$ cat src/rtl/bce_pkg.sv
package bce_pkg;

    // Bus command inputs, as sampled by the end-of-cycle decode
    typedef struct packed {
        logic mem_acc;
        logic io_wr;
        logic io_rd_n;
        logic io16_n;
        logic zero_wait_n;
        logic mem16;
    } bus_cmd_t;

    localparam int TERM_COUNT = 6;

    // Term slots in the decode vector
    localparam int TERM_LAST_TAP = 0;
    localparam int TERM_MEM_ZWS  = 1;
    localparam int TERM_IOW_ZWS  = 2;
    localparam int TERM_IOR_16   = 3;
    localparam int TERM_IOW_16   = 4;
    localparam int TERM_MEM_16   = 5;

endpackage

$ cat src/rtl/bce_end_decode.sv
module bce_end_decode
    import bce_pkg::*;
(
    input  bus_cmd_t cmd,
    input  logic     first_tap,
    input  logic     last_tap,
    output logic     end_hit,
    output logic     zws_hit
);

    logic [TERM_COUNT-1:0] term;

    always_comb begin
        term                = '0;
        term[TERM_LAST_TAP] = last_tap;
        term[TERM_MEM_ZWS]  = cmd.mem_acc & ~cmd.zero_wait_n;
        term[TERM_IOW_ZWS]  = cmd.io_wr   & ~cmd.zero_wait_n;
        term[TERM_IOR_16]   = ~cmd.io_rd_n & first_tap & ~cmd.io16_n;
        term[TERM_IOW_16]   = cmd.io_wr    & first_tap & ~cmd.io16_n;
        term[TERM_MEM_16]   = cmd.mem_acc  & first_tap & cmd.mem16;
        end_hit = |term;
        zws_hit = term[TERM_MEM_ZWS] | term[TERM_IOW_ZWS];
    end

endmodule

$ cat src/rtl/bce_cycle_timer.sv
module bce_cycle_timer #(
    parameter int TAPS = 4
) (
    input  logic            clk2x,
    input  logic            rst,
    input  logic            start,
    input  logic            hold_off,
    output logic [TAPS-1:0] taps
);

    typedef struct packed {
        logic            armed;
        logic [TAPS-1:0] taps;
    } tmr_t;

    tmr_t st_d, st_q;
    logic idle;

    always_comb begin
        idle        = !st_q.armed && (st_q.taps == '0);
        st_d        = st_q;
        st_d.taps   = {st_q.taps[TAPS-2:0], st_q.armed};
        st_d.armed  = idle && start && !hold_off;
        if (rst) begin
            st_d = '0;
        end
    end

    always_ff @(negedge clk2x) begin
        st_q <= st_d;
    end

    assign taps = st_q.taps;


    onehot_taps_chk: assert property (@(negedge clk2x) disable iff (rst)
        $onehot0({st_q.armed, st_q.taps}));


    arm_to_first_chk: assert property (@(negedge clk2x) disable iff (rst)
        st_q.armed |=> (st_q.taps[0] && !st_q.armed));


    last_clears_chk: assert property (@(negedge clk2x) disable iff (rst)
        st_q.taps[TAPS-1] |=> (st_q.taps == '0 && !st_q.armed));


    idle_hold_chk: assert property (@(negedge clk2x) disable iff (rst)
        (idle && !start) |=> (st_q.taps == '0 && !st_q.armed));


    busy_ignore_chk: assert property (@(negedge clk2x) disable iff (rst)
        (st_q.taps[0] && start) |=> (st_q.taps[1] && !st_q.armed));

endmodule

$ cat src/rtl/bus_cycle_end.sv
module bus_cycle_end
    import bce_pkg::*;
#(
    parameter int TAPS = 4
) (
    input  logic            clk2x,
    input  logic            rst,
    input  logic            mem_acc,
    input  logic            io_wr,
    input  logic            io_rd_n,
    input  logic            io16_n,
    input  logic            zero_wait_n,
    input  logic            mem16,
    input  logic            cmd_start,
    output logic            end_cyc_n,
    output logic            ready_n,
    output logic [TAPS-1:0] tap_q
);

    localparam int LAST = TAPS - 1;

    typedef struct packed {
        logic ready_n;
    } top_t;

    bus_cmd_t cmd;
    logic     end_hit;
    logic     zws_hit;
    top_t     st_d, st_q;

    assign cmd = '{mem_acc: mem_acc, io_wr: io_wr, io_rd_n: io_rd_n,
                   io16_n: io16_n, zero_wait_n: zero_wait_n, mem16: mem16};

    bce_end_decode u_decode (
        .cmd       (cmd),
        .first_tap (tap_q[0]),
        .last_tap  (tap_q[LAST]),
        .end_hit   (end_hit),
        .zws_hit   (zws_hit)
    );

    bce_cycle_timer #(.TAPS(TAPS)) u_timer (
        .clk2x    (clk2x),
        .rst      (rst),
        .start    (cmd_start),
        .hold_off (zws_hit),
        .taps     (tap_q)
    );

    assign end_cyc_n = rst | ~end_hit;

    always_comb begin
        st_d         = st_q;
        st_d.ready_n = end_cyc_n;
        if (rst) begin
            st_d.ready_n = 1'b1;
        end
    end

    always_ff @(negedge clk2x) begin
        st_q <= st_d;
    end

    assign ready_n = st_q.ready_n;


    zws_ready_chk: assert property (@(negedge clk2x) disable iff (rst)
        ((mem_acc || io_wr) && !zero_wait_n) |=> !ready_n);


    last_tap_ready_chk: assert property (@(negedge clk2x) disable iff (rst)
        tap_q[LAST] |=> !ready_n);


    zws_no_arm_chk: assert property (@(negedge clk2x) disable iff (rst)
        (tap_q == '0 && (mem_acc || io_wr) && !zero_wait_n) |=> ##1 (tap_q == '0));

endmodule

$ cat config.mk
export PLATFORM = sky130hd
export DESIGN_NAME = bus_cycle_end
export DESIGN_NICKNAME = d
export VERILOG_FILES = /design/src/rtl/bce_pkg.sv /design/src/rtl/bce_end_decode.sv /design/src/rtl/bce_cycle_timer.sv /design/src/rtl/bus_cycle_end.sv
export SDC_FILE = /design/constraint.sdc
export NUM_CORES = 1
export LEC_CHECK = 0
export ABC_CLOCK_PERIOD_IN_PS = 1600
export BUFFER_PORTS_ARGS = -buffer_cell sky130_fd_sc_hd__buf_2
export CAP_MARGIN = 20
export CORE_AREA = 2 2 39 41
export DETAILED_ROUTE_END_ITERATION = 8
export DIE_AREA = 0 0 41 43
export PLACE_DENSITY_LB_ADDON = 0.05
export SLEW_MARGIN = 20
export SYNTH_ARGS = -nofsm -noshare
export SYNTH_HDL_FRONTEND = slang
export SYNTH_SLANG_ARGS = --single-unit
$ cat constraint.sdc
create_clock -name clk2x -period 1.6 [get_ports clk2x]
set_input_delay 0.16 -clock clk2x [delete_from_list [all_inputs] [get_ports clk2x]]
set_output_delay 0.16 -clock clk2x [all_outputs]
set_load 0.03 [all_outputs]
# --- Word-level counts from Yosys, hierarchy flattened ---
# Cells that the tools add are included.
classes:
  addsub: 0
  multipliers: 0
  div_mod_pow: 0
  magnitude_cmp: 0
  eq_ne: 0
  n_shift: 0
  mux: 0
  bitwise_logic: 14
  n_reduce_logical: 7
ops:
  columns: ["op", "count"]
  rows:
  - ["$and A1 B1 Y1", 8]
  - ["$reduce_or A6 Y1", 1]
  - ["$logic_not A4 Y1", 1]
  - ["$not A1 Y1", 4]
  - ["$logic_and A1 B1 Y1", 3]
  - ["$logic_not A1 Y1", 2]
  - ["$or A1 B1 Y1", 2]
word_totals:
  ff_bits: 6
  latch_bits: 0
  ramBits: 0
  romBits: 0
  in_bits: 9
  word_cells: 24
  memories: 0

# --- Depth between registers and ports, before layout ---
logic_depth:
  ltp_word: 6
  ltp_mapped: 3

# --- Hierarchy ---
# A second synthesis with hierarchy kept.
hier_totals:
  hier_cells: 28
  hier_area_um2: 266.5
by_module_without_submodules:
  columns: ["mod", "n_inst", "cells_per_inst", "area_per_inst_um2"]
  rows:
  - ["bce_cycle_timer", 1, 17, 188.9]
  - ["bce_end_decode", 1, 7, 41.3]
  - ["bus_cycle_end", 1, 4, 36.3]

==> impl_metrics.json <==
{
  "htree_levels": 1,
  "failed_checks": "setup timing",
  "clkPwrFrac": 0.465,
  "num_vias": 252,
  "hold_viol": 0,
  "combPwrFrac": 0.142,
  "grt_remaining_overflow": 0,
  "finalWirelength_um": 593,
  "syn_area_sq_um": 264.0,
  "r2r_cells": 3,
  "numPortBuffers": 14,
  "finalNetCount": 58,
  "skew_ps": 1.876,
  "path_clk_slew_ps": 30,
  "synth_ff_type": "dfxtp_1",
  "drt_iter0_drc": 0,
  "min_path_cells": 1,
  "num_rows": 14,
  "cts_root_buffer": "clkbuf_4",
  "grt_max_degree": 7,
  "p_sw_w": 0.0001097,
  "grtUsageTotal": 0.08826,
  "syn_inst": 24,
  "startpoint_type": "flip-flop",
  "holdBufCountCts": 0,
  "ant_nets": 0,
  "cap_violations": 0,
  "regArea_sq_um": 126.4,
  "gp_congestion": 0.5687,
  "yosys.area.top_type_share": 0.4550,
  "finalSetupViolCount": 6,
  "maxSlewHeadroom": 0.8744,
  "synth_warnings": 0,
  "status": "finished, violations left",
  "met1_usage": 0.07692,
  "hold_class": "flip-flop to flip-flop",
  "use_met3": 0.07330,
  "layout-drive-gt1-share": 0.7447,
  "async_flop_share": 0,
  "synth_area_per_cell_sq_um": 11.00,
  "first_pass_iters": 1,
  "setup_ws_ps": -454.3,
  "irDropWorstVdd_v": 0.0003490,
  "synth_nets": 33,
  "netlist.top_cell.by_area": "dfxtp_1",
  "die_area_sq_um": 1763,
  "worst_pin_slew_ps": 186.8,
  "wl_per_cell_um": 9.413,
  "crit_fanout": 3,
  "dieHeight_um": 43,
  "synth.most_common_cell": "dfxtp_1",
  "p_int_w": 0.0002944,
  "cts_buffer_depth": 2,
  "required_ps": 1440,
  "start_util": 0.1908,
  "dp_hpwl_um": 468.3,
  "globalRouteMet2Util": 0.1281,
  "place_ws_ps": -204.2,
  "clock_latency_ps": 300,
  "synth_area_leaders": "dfxtp_1 (45%), and2b_2 (13%), buf_4 (11%), a31o_2 (6.6%), nor4_2 (4.7%)",
  "die_w_um": 41,
  "busiest_layer": "met2",
  "end_kind": "primary output",
  "arrival_ps": 1890,
  "antennaDiodeCount": 0,
  "multi_input_area_sq_um": 118.9,
  "finalSetupTns_ps": -1096,
  "synth.ff_latch_count": 6,
  "cts_made_buffers": 3,
  "viasPerCell": 4.000,
  "cts.sinks": 6,
  "power.density_nw_per_um2": 887.5,
  "crit_type": "flip-flop to primary output",
  "antenna_found_initial": 0,
  "cts_tree": "yes",
  "seq_area_frac_synth": 0.4550,
  "slew_viol_final": 0,
  "drt_drc_violations_left": 0,
  "synth-edff-count": 0,
  "sequentialPowerShare": 0.394,
  "rsz0062_at_grt": "yes",
  "ios": 15,
  "fillers": 144,
  "grt_first_pass_wirelength_um": 986,
  "fp.coreArea_sq_um": 1384,
  "grt_pass1_vias": 270,
  "area_growth_pct": 72.51,
  "switching_share": 0.2715,
  "p_leak_nw": 0.2418,
  "synth_common_cells": "dfxtp_1 (6), and2b_2 (4), buf_4 (4)",
  "ys_types": 12
}
## final timing paths
| check | startpoint | to | slack [ps] |
|---|---|---|---|
| max reg2reg | u_timer.taps[2]$_SDFF_NP0_ | u_timer.st_q[4]$_SDFF_NP0_ | 640 |
| max | u_timer.taps[0]$_SDFF_NP0_ | end_cyc_n | -450 |
| min reg2reg | u_timer.st_q[4]$_SDFF_NP0_ | u_timer.taps[0]$_SDFF_NP0_ | 470 |
| min | u_timer.st_q[4]$_SDFF_NP0_ | u_timer.taps[0]$_SDFF_NP0_ | 470 |
## cells by family after synthesis
logic type	Yosys count	synth area share
simple gates	10	0.3128
compound gates	3	0.1043
flops	6	0.4550
buf+inv	5	0.1280
## final cells by class
class                      count  share of cell area
clock buffer                   3             0.04945
timing repair buffer          19              0.3187
multi-input combinational     13              0.2610
tap                           16             0.04396
sequential                     6              0.2775
clock inverter                 6             0.04945
## per-stage QoR
stage	total power, W	area [sq um]	instances	utilization	hold slack (ps)
after floorplan	0.0002160	274.0	24	-	444.0
after global placement	0.0002372	356.6	53	0.2577	469.2
after detailed placement	0.0002375	356.6	53	0.2577	468.0
after CTS	0.0004196	455.4	63	0.3291	478.9
after global routing	0.0004472	455.4	63	0.3291	492.1
final	0.0004042	455.4	63	0.3291	474.5
## registers in the layout, summed over array words and instances, names as in the netlist
register,cells
u_timer.taps,4
ready_n,1
u_timer.st_q,1
## power groups by stage
stage                     Clock [W]  Sequential [W]  Combinational [W]
after floorplan           0.0000271        0.000163          0.0000255
after global placement    0.0000271        0.000160          0.0000502
after detailed placement  0.0000271        0.000160          0.0000504
after CTS                  0.000202        0.000159          0.0000584
after global routing       0.000225        0.000159          0.0000632
final                      0.000188        0.000159          0.0000572
## worst max-delay path: stages, from the launching register on
cell	delay (ps)
dfxtp_2	320
nand3b_1	110
a31o_4	240
buf_6	130
## cells in the final DEF (no fill, tap or decap), drive strengths merged, types with 2 or more instances in the layout
cell type and n:
a31o 2, and2b 4, buf 19, clkbuf 3
dfxtp 6, inv 6
## repair_timing
item / 4_1_cts / 5_1_grt
gates cloned: 0 / 0
buffers inserted: 2 / 0
resized for setup: 16 / 0
pin swaps: 1 / 0
setup endpoints to repair: 6 / 6
## metal layers
layer,part of all wire,vias up
li1,-,125
met1,0.40,115
met2,0.49,12
met3,0.10,0
met4,0,0
met5,0,-
(Power assumes the default switching activity.)
